**config.mk**
```make
export PLATFORM = sky130hd
export DESIGN_NAME = split_carry_adder
export DESIGN_NICKNAME = d
export VERILOG_FILES = /design/src/rtl/sadd_pkg.sv /design/src/rtl/sadd_lane_chain.sv /design/src/rtl/sadd_lo_stage.sv /design/src/rtl/sadd_hi_stage.sv /design/src/rtl/split_carry_adder.sv
export SDC_FILE = /design/constraint.sdc
export NUM_CORES = 1
export LEC_CHECK = 0
export BUFFER_PORTS_ARGS = -buffer_cell sky130_fd_sc_hd__buf_2
export CAP_MARGIN = 10
export CORE_ASPECT_RATIO = 1.5
export CORE_MARGIN = 4
export CORE_UTILIZATION = 40
export CTS_CLUSTER_SIZE = 16
export DETAILED_ROUTE_END_ITERATION = 8
export HOLD_SLACK_MARGIN = 0.06
export PLACE_DENSITY = 0.61
export SYNTH_ARGS = -nofsm -noshare
export SYNTH_HDL_FRONTEND = slang
export SYNTH_SLANG_ARGS = --single-unit
```
**constraint.sdc**
```tcl
create_clock -name clk -period 4.6 [get_ports clk]
set_clock_uncertainty 0.15 [all_clocks]
set_input_delay 0.46 -clock clk [delete_from_list [all_inputs] [get_ports clk]]
set_output_delay 0.46 -clock clk [all_outputs]
set_load 0.01 [all_outputs]
```
**src/rtl/sadd_pkg.sv**
```systemverilog
package sadd_pkg;
  typedef enum logic {
    ADD_FULL  = 1'b0,
    ADD_LANES = 1'b1
  } add_mode_e;
endpackage

```
**src/rtl/sadd_lane_chain.sv**
```systemverilog
// Combinational chain of lane adders; carries between lanes are cut when requested.
module sadd_lane_chain #(
  parameter int LANE_W  = 8,
  parameter int N_LANES = 1
) (
  input  logic [N_LANES*LANE_W-1:0] a,
  input  logic [N_LANES*LANE_W-1:0] b,
  input  logic                      cin,
  input  logic                      cut,
  output logic [N_LANES*LANE_W-1:0] sum,
  output logic [N_LANES-1:0]        lane_cout
);
  for (genvar i = 0; i < N_LANES; i++) begin : g_lane
    logic ci;
    if (i == 0) begin : g_first
      assign ci = cin;
    end else begin : g_next
      assign ci = cut ? 1'b0 : lane_cout[i-1];
    end
    assign {lane_cout[i], sum[i*LANE_W +: LANE_W]} =
      {1'b0, a[i*LANE_W +: LANE_W]} + {1'b0, b[i*LANE_W +: LANE_W]} + (LANE_W+1)'(ci);
  end
endmodule

```
**src/rtl/sadd_lo_stage.sv**
```systemverilog
// Stage one: adds the lower halves, registers the partial sum, the carry and the upper halves.
module sadd_lo_stage
  import sadd_pkg::*;
#(
  parameter int WIDTH  = 16,
  parameter int LANE_W = 8,
  localparam int HALF  = WIDTH / 2,
  localparam int NL_H  = HALF / LANE_W
) (
  input  logic            clk,
  input  logic            rst,
  input  logic            clr,
  input  logic            in_valid,
  input  add_mode_e       in_mode,
  input  logic [WIDTH-1:0] in_a,
  input  logic [WIDTH-1:0] in_b,
  output logic            s1_valid,
  output add_mode_e       s1_mode,
  output logic [HALF-1:0] s1_lo_sum,
  output logic [NL_H-1:0] s1_lo_lc,
  output logic            s1_mid_c,
  output logic [HALF-1:0] s1_a_hi,
  output logic [HALF-1:0] s1_b_hi
);
  logic [HALF-1:0] lo_sum;
  logic [NL_H-1:0] lo_lc;
  logic            lanes;

  assign lanes = (in_mode == ADD_LANES);

  sadd_lane_chain #(.LANE_W(LANE_W), .N_LANES(NL_H)) u_lo (
    .a(in_a[HALF-1:0]), .b(in_b[HALF-1:0]), .cin(1'b0), .cut(lanes),
    .sum(lo_sum), .lane_cout(lo_lc)
  );

  always_ff @(posedge clk) begin
    if (rst || clr) begin
      s1_valid  <= 1'b0;
      s1_mode   <= ADD_FULL;
      s1_lo_sum <= '0;
      s1_lo_lc  <= '0;
      s1_mid_c  <= 1'b0;
      s1_a_hi   <= '0;
      s1_b_hi   <= '0;
    end else begin
      s1_valid  <= in_valid;
      s1_mode   <= in_mode;
      s1_lo_sum <= lo_sum;
      s1_lo_lc  <= lo_lc;
      s1_mid_c  <= lanes ? 1'b0 : lo_lc[NL_H-1];
      s1_a_hi   <= in_a[WIDTH-1:HALF];
      s1_b_hi   <= in_b[WIDTH-1:HALF];
    end
  end

  AST_MID_CARRY_CUT: assert property (@(posedge clk) disable iff (rst)
    (!clr && in_mode == ADD_LANES) |=> !s1_mid_c);
  AST_S1_VALID_FWD: assert property (@(posedge clk) disable iff (rst)
    (!clr && in_valid) |=> s1_valid);
  AST_S1_MODE_FWD: assert property (@(posedge clk) disable iff (rst)
    (!clr && in_mode == ADD_LANES) |=> s1_mode == ADD_LANES);
endmodule

```
**src/rtl/sadd_hi_stage.sv**
```systemverilog
// Stage two: adds the upper halves with the carry from stage one and joins the halves.
module sadd_hi_stage
  import sadd_pkg::*;
#(
  parameter int WIDTH  = 16,
  parameter int LANE_W = 8,
  localparam int HALF  = WIDTH / 2,
  localparam int NL_H  = HALF / LANE_W,
  localparam int NL    = WIDTH / LANE_W
) (
  input  logic             clk,
  input  logic             rst,
  input  logic             clr,
  input  logic             s1_valid,
  input  add_mode_e        s1_mode,
  input  logic [HALF-1:0]  s1_lo_sum,
  input  logic [NL_H-1:0]  s1_lo_lc,
  input  logic             s1_mid_c,
  input  logic [HALF-1:0]  s1_a_hi,
  input  logic [HALF-1:0]  s1_b_hi,
  output logic             o_valid,
  output logic [WIDTH-1:0] o_sum,
  output logic             o_carry,
  output logic [NL-1:0]    o_lane_carry
);
  logic [HALF-1:0] hi_sum;
  logic [NL_H-1:0] hi_lc;
  logic            lanes;

  assign lanes = (s1_mode == ADD_LANES);

  sadd_lane_chain #(.LANE_W(LANE_W), .N_LANES(NL_H)) u_hi (
    .a(s1_a_hi), .b(s1_b_hi), .cin(s1_mid_c), .cut(lanes),
    .sum(hi_sum), .lane_cout(hi_lc)
  );

  always_ff @(posedge clk) begin
    if (rst || clr) begin
      o_valid      <= 1'b0;
      o_sum        <= '0;
      o_carry      <= 1'b0;
      o_lane_carry <= '0;
    end else begin
      o_valid      <= s1_valid;
      o_sum        <= {hi_sum, s1_lo_sum};
      o_carry      <= lanes ? 1'b0 : hi_lc[NL_H-1];
      o_lane_carry <= lanes ? {hi_lc, s1_lo_lc} : '0;
    end
  end

  AST_CLEAR_EMPTIES: assert property (@(posedge clk) disable iff (rst)
    clr |=> (!o_valid && o_sum == '0 && !o_carry && o_lane_carry == '0));
  AST_VALID_FWD: assert property (@(posedge clk) disable iff (rst)
    (!clr && s1_valid) |=> o_valid);
  AST_LANE_NO_CARRY: assert property (@(posedge clk) disable iff (rst)
    (!clr && s1_mode == ADD_LANES) |=> !o_carry);
  AST_FULL_NO_LANE_C: assert property (@(posedge clk) disable iff (rst)
    (!clr && s1_mode == ADD_FULL) |=> o_lane_carry == '0);
endmodule

```
**src/rtl/split_carry_adder.sv**
```systemverilog
// Two-stage split-carry adder with full-width and 8-bit lane modes.
// WIDTH must be a multiple of 2*LANE_W.
module split_carry_adder
  import sadd_pkg::*;
#(
  parameter int WIDTH  = 16,
  parameter int LANE_W = 8,
  localparam int HALF  = WIDTH / 2,
  localparam int NL_H  = HALF / LANE_W,
  localparam int NL    = WIDTH / LANE_W
) (
  input  logic             clk,
  input  logic             rst,
  input  logic             clr,
  input  logic             in_valid,
  input  logic             in_mode,
  input  logic [WIDTH-1:0] in_a,
  input  logic [WIDTH-1:0] in_b,
  output logic             out_valid,
  output logic [WIDTH-1:0] out_sum,
  output logic             out_carry,
  output logic [NL-1:0]    out_lane_carry
);
  logic            s1_valid;
  add_mode_e       s1_mode;
  logic [HALF-1:0] s1_lo_sum;
  logic [NL_H-1:0] s1_lo_lc;
  logic            s1_mid_c;
  logic [HALF-1:0] s1_a_hi;
  logic [HALF-1:0] s1_b_hi;

  sadd_lo_stage #(.WIDTH(WIDTH), .LANE_W(LANE_W)) u_lo (
    .clk(clk), .rst(rst), .clr(clr), .in_valid(in_valid),
    .in_mode(add_mode_e'(in_mode)), .in_a(in_a), .in_b(in_b),
    .s1_valid(s1_valid), .s1_mode(s1_mode), .s1_lo_sum(s1_lo_sum),
    .s1_lo_lc(s1_lo_lc), .s1_mid_c(s1_mid_c), .s1_a_hi(s1_a_hi), .s1_b_hi(s1_b_hi)
  );

  sadd_hi_stage #(.WIDTH(WIDTH), .LANE_W(LANE_W)) u_hi (
    .clk(clk), .rst(rst), .clr(clr), .s1_valid(s1_valid), .s1_mode(s1_mode),
    .s1_lo_sum(s1_lo_sum), .s1_lo_lc(s1_lo_lc), .s1_mid_c(s1_mid_c),
    .s1_a_hi(s1_a_hi), .s1_b_hi(s1_b_hi),
    .o_valid(out_valid), .o_sum(out_sum), .o_carry(out_carry),
    .o_lane_carry(out_lane_carry)
  );

  AST_LANE_CARRY_ONLY_IN_LANES: assert property (@(posedge clk) disable iff (rst)
    !(out_carry && out_lane_carry != '0));
endmodule

```
Word level (Yosys, flattened, before mapping) --
Cells that the tools add are included.
Word-level totals: word-level logic and storage cells 19, output and inout port bits 20, flip-flop bits (word level) 48
Operators by class: bitwise gates (word level) 1, add/subtract/negate cells 3, reductions and logical operators 4
Operators with widths (number):
- $add 8x8->9 | 2
- $add 9x1->9 | 1
- $reduce_or 2->1 | 3
- $logic_or 1x1->1 | 1
- $not 1->1 | 1

Longest topological paths before layout --
depth in word-level cells 2, gate-level depth with buffers 6, gate-level depth less buffers 6

By module --
A second synthesis with hierarchy kept.
Second synthesis, totals: cell total of the unflattened synthesis 191, area total of the unflattened synthesis 2234.6 µm²
Modules (own cells, without submodules):
- sadd_lo_stage | cells each 63, area each 949.7 µm², instances 1, sequential area each 560.5 µm²
- sadd_lane_chain | cells each 42, area each 331.6 µm², instances 2, sequential area each 0.0 µm²
- sadd_hi_stage | cells each 44, area each 621.8 µm², instances 1, sequential area each 400.4 µm²

Worst setup path after synthesis --
Ideal clock, no wire load.
path kind input to register, start in in_a[0], end reg u_lo.s1_lo_sum[6], required time 4.388 ns, stages 6, setup slack 2.594 ns, library setup time 0.062 ns, arrival 1.794 ns, cell sequence ha_1 > fa_1 > a21oi_1 > o21ai_1 > or4_1 > nand3_1
Between the ends: longest elaborated chain between the ends 1
Ends and longest elaborated chain:
- start: declaration | RTL line split_carry_adder.sv:17 | input logic [WIDTH-1:0] in_a,
- $add 8x8->9 | RTL line sadd_lane_chain.sv:21 | {1'b0, a[i*LANE_W +: LANE_W]} + {1'b0, b[i*LANE_W +: LANE_W]} + (LANE_W+1)'(ci);
- end signal: assignment | RTL line sadd_lo_stage.sv:48 | s1_lo_sum <= lo_sum;
- end: declaration | RTL line sadd_lo_stage.sv:19 | output logic [HALF-1:0] s1_lo_sum,
Every way passes these cells. A chain may end at the register's enable or synchronous reset.

Final worst setup path --
start reg u_lo.s1_mid_c, end reg u_hi.o_sum[14]
Between the ends: longest elaborated chain between the ends 1
Ends and longest elaborated chain:
- start: declaration | RTL line sadd_lo_stage.sv:21 | output logic s1_mid_c,
- start signal: assignment | RTL line sadd_lo_stage.sv:50 | s1_mid_c <= lanes ? 1'b0 : lo_lc[NL_H-1];
- $add 9x1->9 | RTL line sadd_lane_chain.sv:21
- end signal: assignment | RTL line sadd_hi_stage.sv:45 | o_sum <= {hi_sum, s1_lo_sum};
- end: declaration | RTL line sadd_hi_stage.sv:22 | output logic [WIDTH-1:0] o_sum,
Every way passes these cells.

==> impl_metrics.csv <==
group,metric,value,unit
routing,vias,1474,
timing,tightest_slew,0.5380,ns
timing,relSlewSlack,64.14,%
floorplan,die_h,93.03,µm
finish,finish.utilization,51.69,%
power_and_ir_drop,power,0.7795,mW
synthesis,ys_async_sr_fraction,0,%
timing,setup_tns,0,ns
synthesis,netlist_area,1928,µm²
setup_path,start_kind,"flip-flop",
synthesis,yosys.area_share.simple,20.90,%
run_status,status,"finished clean",
finish,syn2layout_area_growth,22.78,%
clock_network,cts_setup_buffers,0,
setup_path,crit_arrival,2.12,ns
routing,wl_per_cell,11.45,µm
routing,vias_per_cell,4.709,
floorplan,num_rows,30,
clock_network,cts_tree,"yes",
setup_path,reg2reg_depth,6,
finish,layout-drive-gt1-share,26.51,%
clock_network,h-tree-depth,2,
setup_path,crit_type,"flip-flop to flip-flop",
setup_path,rr_startpoint,"u_lo.s1_mid_c",
setup_path,path_buf_inv,0,
synthesis,synth_edf_count,0,
finish,diodes,0,
setup_path,cp_max_fo,4,
floorplan,die_w,64.69,µm
floorplan,core,4579,µm²
synthesis,yosysMostFrequentCell,"dfxtp_1",
timing,finalCriticalPeriod,2.054,ns
setup_path,r2r-end,"u_hi.o_sum[14]",
hold_path,hp-class,"input pin to flip-flop",
setup_path,cp-endpoint,"u_hi.o_sum[14]",
finish,design_area,2367,µm²
power_and_ir_drop,p_leak,1.116,nW
timing,setup_viol,0,
synthesis,netlist_instances,189,
placement,dp_worst_setup_slack,2.392,ns
power_and_ir_drop,vdd_ir_drop_max,0.1736,mV
setup_path,crit_start,"u_lo.s1_mid_c",
run,cap_violations,0,
clock_network,cts_root_buffer,"clkbuf_8",
setup_path,cpMaxStageDelayCell,"fa_1",
grt,antenna_found_initial,0,
clock_network,cts.sinks,48,
synthesis,synth_compound_area_share,11.88,%
synthesis,synth_top_family_by_area,"simple AND/OR/NAND/NOR gates",
routing,drt-initial-drc-count,42,
routing,wl,3583,µm
floorplan,num_io_pins,57,
synthesis,yosysUniqueCellTypes,34,
routing,firstDrtPassIters,4,
clock_network,post_cts_resized,0,
timing,drv_slew,0,
power_and_ir_drop,power_density,329.3,nW/µm²
placement,hpwl,2724,µm
synthesis,synth_fp_nets,244,
clock_network,clock_path_buffers,2,
clock_network,clk_pin_slew_worst_paths,0.08,ns
synthesis,yosysTopAreaCell,"dfxtp_1",
clock_network,cts_buffers,5,
synthesis,synth_mux_area_share,0,%
timing,timing.final.ws_setup,2.546,ns
setup_path,end_kind,"flip-flop",
synthesis,synth_xor_area_share,2.271,%
grt,grt_pass1_vias,1452,
grt,grtUsageTotal,12.80,%
synthesis,ys_top_cells_by_count,"dfxtp_1 (48), and2_1 (33), ha_1 (15)",
timing,hold_viol_final,0,
setup_path,crit_chain,"fa_1 > fa_1 > a21oi_1 > nor3_1 > o21a_1 > nor3_1",
placement,place.gp.congestion,0.8203,
synthesis,ys_ff_latch,48,
floorplan,floorplan.initialDensity,42.10,%
synthesis,synth_area_leaders,"dfxtp_1 (50%), and2_1 (11%), ha_1 (9.7%)",
timing,finalCritPeriodShare,44.65,%
finish,layout.nets,303,
grt,grt_max_degree,41,
floorplan,design.die.area,6018,µm²
synthesis,synthFlopType,"dfxtp_1",
synthesis,synth.top_cell.area_share,49.84,%
grt,grt_overflow_total,0,
clock_network,cts.hold.buffers_added,0,
routing,ant_nets,0,
synthesis,yosysSeqAreaShare,49.84,%
placement,placed_cell_area,2277,µm²
grt,grt_pass1_wl,6009,µm
synthesis,synth-warning-count,0,
placement,portBuffers,56,
setup_path,worstPathRequired,4.67,ns
synthesis,synth.avg_cell_area,10.20,µm²
routing,route.detailed.drc,0,
synthesis,synth_fa_ha_area_share,12.85,%
timing,max_freq,0.4868,GHz
timing,rsz0062_at_grt,"false",
setup_path,crit_family,"adder cells",
setup_path,rrSetupSlack,2.55,ns
clock_network,clk_latency,0.29,ns
setup_path,cp_num_cells,6,
setup_path,crit_path_max_incr_delay,0.47,ns
-- worst min path at each step --
stage,depth (start not counted),to,startpoint,slack [ns]
after floorplan,1,u_hi.o_sum[0],u_lo.s1_lo_sum[0],0.26
after global placement,1,u_hi.o_valid,u_lo.s1_valid,0.26
after detailed placement,1,u_hi.o_sum[0],u_lo.s1_lo_sum[0],0.26
after CTS,2,u_lo.s1_mid_c,in_mode,0.20
after global routing,2,u_lo.s1_b_hi[7],in_b[15],0.20
final,2,u_lo.s1_mid_c,in_mode,0.21
-- registers in the layout, summed over array words and instances, names as in the netlist --
name and cells:
u_hi.o_sum 16, u_lo.s1_a_hi 8, u_lo.s1_b_hi 8, u_lo.s1_lo_sum 8, u_hi.o_lane_carry 2, u_hi.o_carry 1, u_hi.o_valid 1, u_lo.s1_lo_lc 1
u_lo.s1_mid_c 1, u_lo.s1_mode 1, u_lo.s1_valid 1
-- worst register-to-register path, delay by kind of cell (launching register included) --
kind	cells	cell delay (ns)
compound gates	2	0.37
flops	1	0.32
fa+ha+maj	2	0.90
simple gates	2	0.24
-- per-stage QoR --
stage               hold slack [ns]  std cells
floorplan                    0.2557        189
detailed placement           0.2607        305
CTS                          0.1999        313
global placement             0.2594        305
finish                       0.2057        313
global route                 0.2038        313
-- cells in the final DEF, fill, tap and decap left out --
cell / synthesis / final
buf_4: 0 / 1
nand3_1: 3 / 3
a211oi_1: 3 / 3
ha_1: 15 / 15
or4_1: 1 / 1
xnor2_1: 5 / 5
o21bai_1: 1 / 1
nor2_2: 0 / 1
a21o_1: 3 / 3
nor2_1: 10 / 9
a31oi_1: 2 / 2
clkbuf_8: 0 / 6
clkbuf_1: 3 / 2
nor3b_1: 2 / 2
o21bai_2: 1 / 1
dfxtp_1: 48 / 48
o21ai_0: 7 / 7
a21oi_2: 1 / 1
nand4_1: 3 / 3
or4b_1: 2 / 2
nor3_1: 7 / 7
or2_1: 1 / 1
buf_2: 2 / 56
o22ai_1: 1 / 1
o311ai_1: 1 / 1
inv_1: 6 / 6
o211ai_1: 2 / 2
o21a_1: 2 / 2
o2111ai_1: 1 / 1
nor4_1: 1 / 1
nand2b_1: 1 / 1
o21ai_1: 2 / 2
and3_1: 1 / 1
and2_1: 33 / 33
a21oi_1: 9 / 9
fa_1: 3 / 3
nand2_1: 6 / 6
-- cell type report --
class                   instances  area, µm²
fillers                       428       2212
flip-flops and latches         48      960.9
multi-input cells             130      925.9
repair buffers                 57      287.8
clock buffers                   8      90.09
well taps                      64      80.08
inverters                       6      22.52
-- per-layer routing --
| layer | up-vias | part of all wire (%) | GRT usage, % |
|---|---|---|---|
| met2 | 44 | 50 | 23.53 |
| met1 | 654 | 40 | 12.86 |
| met3 | 5 | 7.3 | 4.087 |
| met5 | - | 0 | 0 |
| li1 | 771 | - | - |
| met4 | 0 | 1.9 | 5.820 |
-- cells by family after synthesis --
family                   count (synthesis)
AO/OA/AOI/OAI                           36
XOR/XNOR                                 5
adder cells (fa/ha/maj)                 18
buffers and inverters                   11
flip-flops                              48
AND/OR/NAND/NOR                         71
-- where the power goes --
part / leakage, nW / switching [mW] / internal, mW / total [mW]
sequential: 0.392 / 0.00455 / 0.432 / 0.437
combinational: 0.678 / 0.0493 / 0.0451 / 0.0943
clock: 0.0455 / 0.126 / 0.123 / 0.248
total: 1.12 / 0.179 / 0.600 / 0.780
No activity file was read; power rests on OpenSTA's default activity.
